$ cat src/rtl/irq_pc_pkg.sv
package irq_pc_pkg;
  localparam int PRIO_W = 8;
  localparam logic [PRIO_W-1:0] PRIO_OFF = '1;

  typedef enum logic [1:0] {
    SRC_IDLE = 2'd0,
    SRC_PEND = 2'd1,
    SRC_PRES = 2'd2,
    SRC_ACTV = 2'd3
  } src_st_e;

  // a source may be offered only when enabled and strictly more urgent
  function automatic logic prio_qualifies(input logic [PRIO_W-1:0] p,
                                          input logic [PRIO_W-1:0] cur);
    return (p != PRIO_OFF) && (p < cur);
  endfunction

  // end-of-interrupt may only make the processor less urgent
  function automatic logic [PRIO_W-1:0] eoi_restore(input logic [PRIO_W-1:0] cur,
                                                    input logic [PRIO_W-1:0] req);
    return (req >= cur) ? req : cur;
  endfunction
endpackage

$ cat src/rtl/irq_src_fsm.sv
module irq_src_fsm
  import irq_pc_pkg::*;
(
  input  logic clk,
  input  logic rst_n,
  input  logic evt_edge,
  input  logic qualify,
  input  logic present_go,
  input  logic ack_take,
  input  logic eoi_hit,
  output logic cand,
  output logic pres
);
  src_st_e st_q, st_d;

  always_comb begin
    st_d = st_q;
    unique case (st_q)
      SRC_IDLE: if (evt_edge) st_d = SRC_PEND;
      SRC_PEND: if (present_go) st_d = SRC_PRES;
      SRC_PRES: begin
        if (ack_take) st_d = SRC_ACTV;
        else if (!qualify) st_d = SRC_PEND;   // reject, retry later
      end
      SRC_ACTV: if (eoi_hit) st_d = SRC_IDLE; // edges here are lost
      default:  st_d = SRC_IDLE;
    endcase
  end

  always_ff @(posedge clk) begin
    if (!rst_n) st_q <= SRC_IDLE;
    else        st_q <= st_d;
  end

  assign cand = (st_q == SRC_PEND) && qualify;
  assign pres = (st_q == SRC_PRES);
endmodule

$ cat src/rtl/irq_prio_arb.sv
module irq_prio_arb
  import irq_pc_pkg::*;
#(
  parameter int NUM_SRC = 4,
  localparam int IDX_W = (NUM_SRC > 1) ? $clog2(NUM_SRC) : 1
) (
  input  logic [NUM_SRC-1:0]        cand,
  input  logic [NUM_SRC*PRIO_W-1:0] prio_flat,
  output logic                      sel_vld,
  output logic [IDX_W-1:0]          sel_idx
);
  logic [PRIO_W-1:0] best;

  always_comb begin
    sel_vld = 1'b0;
    sel_idx = '0;
    best    = PRIO_OFF;
    for (int i = 0; i < NUM_SRC; i++) begin
      // strict compare keeps the lowest index on a tie
      if (cand[i] && (!sel_vld || prio_flat[i*PRIO_W +: PRIO_W] < best)) begin
        sel_vld = 1'b1;
        sel_idx = IDX_W'(i);
        best    = prio_flat[i*PRIO_W +: PRIO_W];
      end
    end
  end
endmodule

$ cat src/rtl/irq_present_ctrl.sv
module irq_present_ctrl
  import irq_pc_pkg::*;
#(
  parameter int NUM_SRC = 4,
  localparam int IDX_W = (NUM_SRC > 1) ? $clog2(NUM_SRC) : 1,
  localparam int SRC_W = $clog2(NUM_SRC + 1)
) (
  input  logic                      clk,
  input  logic                      rst_n,
  input  logic [NUM_SRC-1:0]        src_evt,
  input  logic [NUM_SRC*PRIO_W-1:0] cfg_prio,
  input  logic                      ack_rd,
  input  logic                      eoi_wr,
  input  logic [SRC_W-1:0]          eoi_src,
  input  logic [PRIO_W-1:0]         eoi_prio,
  input  logic                      cppr_wr,
  input  logic [PRIO_W-1:0]         cppr_wdata,
  output logic                      irq_out,
  output logic [PRIO_W-1:0]         cppr,
  output logic                      ack_vld,
  output logic [SRC_W-1:0]          ack_src,
  output logic [PRIO_W-1:0]         ack_prev_prio
);
  logic [NUM_SRC-1:0] evt_prev_q, evt_edge;
  logic [NUM_SRC-1:0] qualify, cand, pres_vec, present_go, ack_take, eoi_hit;
  logic               sel_vld, any_pres, ack_hit;
  logic [IDX_W-1:0]   sel_idx, pres_idx;
  logic [PRIO_W-1:0]  pres_prio, cppr_q;

  assign evt_edge = src_evt & ~evt_prev_q;
  assign any_pres = |pres_vec;
  assign ack_hit  = ack_rd && any_pres;

  for (genvar g = 0; g < NUM_SRC; g++) begin : g_src
    assign qualify[g]    = prio_qualifies(cfg_prio[g*PRIO_W +: PRIO_W], cppr_q);
    assign present_go[g] = !any_pres && sel_vld && (sel_idx == IDX_W'(g));
    assign ack_take[g]   = ack_rd && pres_vec[g];
    assign eoi_hit[g]    = eoi_wr && (eoi_src == SRC_W'(g + 1));

    irq_src_fsm u_fsm (
      .clk        (clk),
      .rst_n      (rst_n),
      .evt_edge   (evt_edge[g]),
      .qualify    (qualify[g]),
      .present_go (present_go[g]),
      .ack_take   (ack_take[g]),
      .eoi_hit    (eoi_hit[g]),
      .cand       (cand[g]),
      .pres       (pres_vec[g])
    );
  end

  irq_prio_arb #(.NUM_SRC(NUM_SRC)) u_arb (
    .cand      (cand),
    .prio_flat (cfg_prio),
    .sel_vld   (sel_vld),
    .sel_idx   (sel_idx)
  );

  always_comb begin
    pres_idx  = '0;
    pres_prio = PRIO_OFF;
    for (int i = 0; i < NUM_SRC; i++) begin
      if (pres_vec[i]) begin
        pres_idx  = IDX_W'(i);
        pres_prio = cfg_prio[i*PRIO_W +: PRIO_W];
      end
    end
  end

  always_ff @(posedge clk) begin
    if (!rst_n) begin
      evt_prev_q    <= '0;
      cppr_q        <= PRIO_OFF;
      ack_vld       <= 1'b0;
      ack_src       <= '0;
      ack_prev_prio <= PRIO_OFF;
    end else begin
      evt_prev_q <= src_evt;
      ack_vld    <= ack_rd;
      if (ack_rd) begin
        ack_src       <= ack_hit ? (SRC_W'(pres_idx) + SRC_W'(1)) : '0;
        ack_prev_prio <= cppr_q;
      end
      if (ack_hit)      cppr_q <= pres_prio;
      else if (eoi_wr)  cppr_q <= eoi_restore(cppr_q, eoi_prio);
      else if (cppr_wr) cppr_q <= cppr_wdata;
    end
  end

  assign cppr    = cppr_q;
  assign irq_out = any_pres;
endmodule

$ cat config.mk
export PLATFORM = sky130hd
export DESIGN_NAME = irq_present_ctrl
export DESIGN_NICKNAME = d
export VERILOG_FILES = /design/src/rtl/irq_pc_pkg.sv /design/src/rtl/irq_src_fsm.sv /design/src/rtl/irq_prio_arb.sv /design/src/rtl/irq_present_ctrl.sv
export SDC_FILE = /design/constraint.sdc
export NUM_CORES = 1
export LEC_CHECK = 0
export CAP_MARGIN = 20
export CORE_MARGIN = 2
export CORE_UTILIZATION = 25
export CTS_CLUSTER_DIAMETER = 100
export DETAILED_ROUTE_END_ITERATION = 12
export SYNTH_ARGS = -nofsm -noshare
export SYNTH_HDL_FRONTEND = slang
export SYNTH_SLANG_ARGS = --single-unit
$ cat constraint.sdc
create_clock -name clk -period 10 [get_ports clk]
set_input_delay 2 -clock clk [delete_from_list [all_inputs] [get_ports clk]]
set_output_delay 2 -clock clk [all_outputs]
set_load 0.05 [all_outputs]
==> out/metrics.cfg, run 1 <==
[setup_path]
required_ns = 10.16
worstSetupPathType = in -> reg
endpoint_kind = flop
worst_setup_path_start_kind = primary input
reg2reg_depth = 28
crit_fanout = 20
cp.arrival_ns = 9.02

[placed_design]
post-place-ws_ns = 0.934
post-dp-hpwl_um = 9710
placed_cells = 674
numPortBuffers = 80
place.gp.congestion = 0.906

[layout]
fin_util_pct = 34.7
diodes = 0
post_layout_nonfiller_instances = 682
nNetsFinal = 620
synthToLayoutAreaGrowth_pct = 34.5
layout-drive-gt1-share_pct = 5.73

[clock_tree]
clkSinkCount = 32
cts_inserted_buffers = 5
cts_setup_buffers = 0
clkLatencyLatePin_ns = 0.28
cts.root.buffer_cell = clkbuf_16
clk_path_buf_depth = 2
cts_tree = built
clk_pin_slew_ns = 0.05
htreeDepth = 2
postCtsHoldBufs = 0
post_cts_resized = 0

[sta]
tns_ns = 0
fin_skew_ns = 0.00564
tightest_slew_ns = 1.06
timing.fmax_mhz = 113
hold_violations = 0
finalSetupViolCount = 0
period_share_pct = 88.6
worst_slack_ns = 1.14
rsz0062_at_grt = no
period_needed_ns = 8.86
relSlewSlack_pct = 28.7
report.final.slew_viol_count = 0

[synthesis]
async_flop_share_pct = 0
yosysWarnings = 0
yosysSeqAreaShare_pct = 18.7
synth_edf_count = 0
ys_ff_latch = 32
synth_ff_type = dfxtp_1
netlist_instances = 427
synth_cell_type_count = 62
synth_area_sq_um = 3430
syn_nets = 542
avgSynthCellArea_sq_um = 8.03

[worst_hold_path]
hold_depth = 2
hold_path_class = reg -> reg

[grt]
grt_pass1_vias = 3559
antenna_found_initial = 0
grt_pass1_wl_um = 18900
grt.total_usage_pct = 16.6
grt_max_degree = 31
grt.overflow.total = 0

[status]
status = completed

[flow_run]
max-cap-violations = 0

[floorplan]
die-area_sq_um = 14700
die_w_um = 121
die_height_um = 121
design.core.area_sq_um = 13300
initial_utilization_pct = 25.8
rows = 42
ios = 81

[pwr]
p_leak_uw = 0.00198
irDropWorstVdd_uv = 115
cellPowerDensity_nw_per_um2 = 273

[route]
drc_errors = 0
via_count = 3626
drt-vias-per-instance = 5.32
drt_iter0_drc = 198
dr.pass1.iters = 5
drt.antenna.violating_nets = 0
drt_wl_total_um = 12300
wl_per_cell_um = 18.1

-- worst paths after layout --
| path | from | to | slack [ns] |
|---|---|---|---|
| setup / recovery | cfg_prio[1] | g_src[0].u_fsm.st_q[1]$_SDFFE_PN0P_ | 1.14 |
| hold / removal | ack_prev_prio[3]$_SDFFE_PN1P_ | ack_prev_prio[3]$_SDFFE_PN1P_ | 0.47 |
| setup reg to reg | cppr[6]$_SDFFE_PN1P_ | g_src[0].u_fsm.st_q[1]$_SDFFE_PN0P_ | 2.86 |
| hold reg to reg | ack_prev_prio[3]$_SDFFE_PN1P_ | ack_prev_prio[3]$_SDFFE_PN1P_ | 0.47 |
-- worst max-delay path, stage by stage --
cell and delay (ns):
clkdlybuf4s50_1 0.61, ha_1 0.27, o21ai_0 0.16, o21ai_1 0.09
a211oi_1 0.38, nand2_1 0.28, nor2_1 0.21, ha_1 0.18
nand4_1 0.16, a211oi_1 0.26, a211oi_1 0.16, o311ai_4 0.61
nor2_1 0.08, a21o_1 0.19, ha_1 0.28, a2111oi_0 0.55
or4b_1 0.48, o21ai_1 0.14, buf_4 0.25, nor2_1 0.07
a21oi_1 0.15, ha_1 0.26, a21o_1 0.16, a21o_1 0.17
a21oi_1 0.27, a31oi_1 0.21, a21oi_4 0.26, o41ai_1 0.10
-- cell type report --
cell class,instances,area (sq um)
clock inverters,1,30.0
well taps,176,220
repair buffers,85,838
flip-flops and latches,32,641
inverters,17,63.8
clock buffers,7,153
multi-input cells,364,2670
fillers,1365,8680
-- layer usage --
metal | vias up | global-route usage [%] | wire length [um]
li1 | 1771 | - | -
met1 | 1716 | 21.8 | 5640
met2 | 117 | 26.4 | 5580
met3 | 22 | 3.95 | 859
met4 | 0 | 5.74 | 253
met5 | - | 0 | 0
-- cells by family (layout without fill, tap and decap cells) --
group | after synthesis | count (layout) | share of synthesized area, %
AND/OR/NAND/NOR | 148 | 148 | 23.0
AO/OA/AOI/OAI | 133 | 133 | 26.3
adder cells (fa/ha/maj) | 55 | 55 | 20.1
flip-flops | 32 | 32 | 18.7
buffers and inverters | 31 | 110 | 3.54
multiplexers | 27 | 27 | 8.18
XOR/XNOR | 1 | 1 | 0.256
-- through the flow --
stage	area (sq um)	power, uW	hold slack [ns]
floorplan	3430	811	0.484
global placement	4430	1040	0.454
detailed placement	4430	1060	0.459
CTS	4610	1260	0.472
global route	4610	1360	0.494
finish	4610	1260	0.469
-- cell usage in the layout, fill, tap and decap left out, types with 3 or more instances in the layout --
master and n:
a21oi_1 35, nand3b_1 5, nand2b_1 8, buf_4 5
o21ai_1 3, nor2b_1 9, inv_1 17, o211ai_1 15
and2_1 6, dfxtp_1 32, clkbuf_16 5, nor2_1 46
o22ai_1 10, o21ai_0 22, nand4_1 16, nand2_1 32
and3_1 3, a211oi_1 8, clkdlybuf4s50_1 80, a21o_1 13
ha_1 55, mux2_2 8, mux2i_1 19, o41ai_1 3
nand3_1 5
-- cell usage after synthesis, types with 2 or more instances --
cell | count | area share [%]
a2111oi_0 | 2 | 0.51
nand4_1 | 16 | 2.9
buf_1 | 2 | 0.22
inv_1 | 17 | 1.9
mux2i_1 | 19 | 5.5
ha_1 | 55 | 20
nand2b_1 | 8 | 1.5
o221ai_1 | 2 | 0.51
nor2_1 | 46 | 5.0
o211ai_1 | 15 | 3.3
nor2b_1 | 9 | 1.6
nand2_1 | 32 | 3.5
o22ai_1 | 10 | 1.8
mux2_2 | 8 | 2.6
and3_1 | 3 | 0.55
clkbuf_1 | 10 | 1.1
a21o_1 | 13 | 2.8
and2_1 | 6 | 1.1
o21ai_1 | 3 | 0.44
nand3b_1 | 5 | 1.1
o21ai_0 | 22 | 3.2
a211oi_1 | 8 | 1.8
or3b_1 | 2 | 0.51
o31ai_1 | 2 | 0.44
nand3_1 | 5 | 0.73
nor3b_1 | 2 | 0.44
o21a_1 | 2 | 0.44
a21oi_1 | 35 | 5.1
dfxtp_1 | 32 | 19
nand4b_1 | 2 | 0.51
o41ai_1 | 3 | 0.77
-- registers in the layout (all words and copies together) (netlist names) --
signal            flops
evt_prev_q            4
ack_prev_prio         8
cppr                  8
ack_vld               1
g_src.u_fsm.st_q      8
ack_src               3
-- power breakdown --
part / switching [uW] / total (uW) / internal (uW)
clock: 59.8 / 191 / 131
combinational: 525 / 856 / 332
sequential: 45.3 / 212 / 167
Power figures use the tool's default switching activity.
==> run 2, diff against run 1 <==
--- a/config.mk
+++ b/config.mk
@@ -10,6 +10,7 @@
 export CORE_UTILIZATION = 25
 export CTS_CLUSTER_DIAMETER = 100
 export DETAILED_ROUTE_END_ITERATION = 12
+export PLACE_DENSITY_LB_ADDON = 0.15
 export SYNTH_ARGS = -nofsm -noshare
 export SYNTH_HDL_FRONTEND = slang
 export SYNTH_SLANG_ARGS = --single-unit
==> out/metrics.cfg, run 2 (synthesis results as in run 1) <==
[clock_tree]
htreeDepth = 2  ; unchanged
clk_pin_slew_ns = 0.06  ; about the same
cts.root.buffer_cell = clkbuf_16
cts_inserted_buffers = 5  ; unchanged
cts_tree = built
post_cts_resized = 0  ; unchanged
clkSinkCount = 32  ; unchanged
clkLatencyLatePin_ns = 0.28  ; about the same
cts_setup_buffers = 0  ; unchanged
clk_path_buf_depth = 2  ; unchanged
postCtsHoldBufs = 0  ; unchanged

[placed_design]
placed_cells = 674  ; unchanged
place.gp.congestion = 0.890  ; -1.8%
post-place-ws_ns = 0.454  ; -0.480 ns
post-dp-hpwl_um = 10000  ; +3.4%
numPortBuffers = 80  ; unchanged

[route]
drt.antenna.violating_nets = 0  ; unchanged
drt_iter0_drc = 224  ; +13%
dr.pass1.iters = 4  ; -1
drc_errors = 0  ; unchanged
drt-vias-per-instance = 5.26  ; -1.1%
via_count = 3591  ; -0.97%
drt_wl_total_um = 12800  ; +3.9%
wl_per_cell_um = 18.8  ; +3.8%

[floorplan]
die_height_um = 121  ; unchanged
initial_utilization_pct = 25.8  ; unchanged
ios = 81  ; unchanged
design.core.area_sq_um = 13300  ; unchanged
die_w_um = 121  ; unchanged
die-area_sq_um = 14700  ; unchanged
rows = 42  ; unchanged

[pwr]
cell_internal_pwr_uw = 620  ; -1.6%
switching_share_pct = 50.8  ; +0.79 points
power_frac_comb_pct = 68.8  ; +0.8 points
seqPwrFrac_pct = 17.2  ; +0.4 points
p_leak_uw = 0.00198  ; -0.27%
netSwitchingPower_uw = 640  ; +1.6%
cellPowerDensity_nw_per_um2 = 274  ; +0.16%
irDropWorstVdd_uv = 134  ; +16%
clkPwrFrac_pct = 14.0  ; -1.2 points

[setup_path]
cpPeakStageDelay_ns = 0.72  ; +0.11 ns
crit_buf_inv = 3  ; +1
crit_fanout = 18  ; -10%
slowest_stage = a2111oi_0
required_ns = 10.21  ; +0.05 ns
critPathTopFamily = compound AO/OA/AOI/OAI gates
endpoint_kind = flop
worst_setup_path_start_kind = primary input
cp.arrival_ns = 9.62  ; +0.60 ns
cp_common_cell = ha_1
worstSetupPathType = in -> reg

[layout]
diodes = 0  ; unchanged
area.sequential_sq_um = 641  ; unchanged
final_cell_mix = 80 x clkdlybuf4s50_1, 55 x ha_1, 46 x nor2_1
multi_input_area_sq_um = 2670  ; unchanged
fillers = 1389  ; +1.8%
layout-drive-gt1-share_pct = 5.92  ; +0.19 points
nNetsFinal = 621  ; +0.16%
final_common_cell = clkdlybuf4s50_1
post_layout_nonfiller_instances = 683  ; +0.15%
synthToLayoutAreaGrowth_pct = 34.3

[grt]
grt_pass1_vias = 3564  ; +0.14%
grt.overflow.total = 0  ; unchanged
grt.total_usage_pct = 17.6  ; +1.1 points
antenna_found_initial = 0  ; unchanged
grt_max_degree = 31  ; unchanged
grt_pass1_wl_um = 19900  ; +5.4%

[sta]
period_needed_ns = 9.41  ; +0.548 ns
fin_skew_ns = 0.00264  ; -0.00300 ns
tightest_slew_ns = 1.03  ; -0.0315 ns
period_share_pct = 94.1  ; +5.5 points
timing.fmax_mhz = 106  ; -5.8%
worst_slack_ns = 0.594  ; -0.548 ns
hold_violations = 0  ; unchanged
hold_ws_ns = 0.471  ; +0.00144 ns
rsz0062_at_grt = no
relSlewSlack_pct = 30.9  ; +2.2 points
finalSetupViolCount = 0  ; unchanged
tns_ns = 0  ; unchanged
report.final.slew_viol_count = 0  ; unchanged

[worst_hold_path]
hold_path_class = reg -> reg

[status]
status = completed

[flow_run]
max-cap-violations = 0  ; unchanged

==> run 2: cell count changes in the layout (fill, tap and decap cells not counted), sizes merged <==
cell,delta
clkbuf,-2
buf,+1
clkinv,+1
clkinvlp,+1
==> run 2: layout make-up <==
cell class                      count  area share (%)
Multi-Input combinational cell    364            57.9
Timing Repair Buffer               86            18.4
Sequential cell                    32            13.9
Tap cell                          176            4.78
Clock buffer                        5            2.72
Inverter                           17            1.39
Clock inverter                      3           0.924
==> run 2: worst paths after layout <==
check | endpoint | cells past startpoint | slack [ns] | from
setup / recovery | g_src[3].u_fsm.st_q[1]$_SDFFE_PN0P_ | 29 | 0.59 | cfg_prio[6]
hold / removal | ack_prev_prio[6]$_SDFFE_PN1P_ | 2 | 0.47 | ack_prev_prio[6]$_SDFFE_PN1P_
setup reg to reg | g_src[3].u_fsm.st_q[1]$_SDFFE_PN0P_ | 29 | 2.29 | cppr[6]$_SDFFE_PN1P_
hold reg to reg | ack_prev_prio[6]$_SDFFE_PN1P_ | 2 | 0.47 | ack_prev_prio[6]$_SDFFE_PN1P_
==> run 2: tightest hold or removal path: cells and delay by family (launching register included) <==
kind          cells  cell delay (ns)
mux               1             0.06
flops             1             0.32
simple gates      1             0.06
==> run 2: layer usage <==
metal | vias to the layer above | global-route usage [%] | share of wire [%]
met1 | 1690 | 24.1 | 46
met2 | 101 | 29.2 | 47
li1 | 1780 | - | -
met3 | 20 | 2.16 | 5.3
met5 | - | 0 | 0
met4 | 0 | 4.58 | 1.6
==> run 2: through the flow <==
stage	total power [uW]	cell area, sq um	utilization (%)
5_1_grt	1370	4600	34.6
3_5_place_dp	1070	4430	33.3
6_report	1260	4600	34.6
2_1_floorplan	811	3430	-
4_1_cts	1260	4600	34.6
3_3_place_gp	1060	4430	33.3
==> run 2: power groups by stage <==
stage	Clock (uW)	Combinational, uW	Sequential [uW]
detailed placement	0	854	219
global placement	0	846	218
finish	176	867	217
CTS	180	860	217
floorplan	0	527	284
global route	187	956	223
==> run 3, diff against run 2 <==
--- a/config.mk
+++ b/config.mk
@@ -8,7 +8,7 @@
 export CAP_MARGIN = 20
 export CORE_MARGIN = 2
 export CORE_UTILIZATION = 25
-export CTS_CLUSTER_DIAMETER = 100
+export CTS_CLUSTER_DIAMETER = 80
 export DETAILED_ROUTE_END_ITERATION = 12
 export PLACE_DENSITY_LB_ADDON = 0.15
 export SYNTH_ARGS = -nofsm -noshare
==> results of run 3 <==
No change in the layout: final DEF, timing and power equal those of run 2.
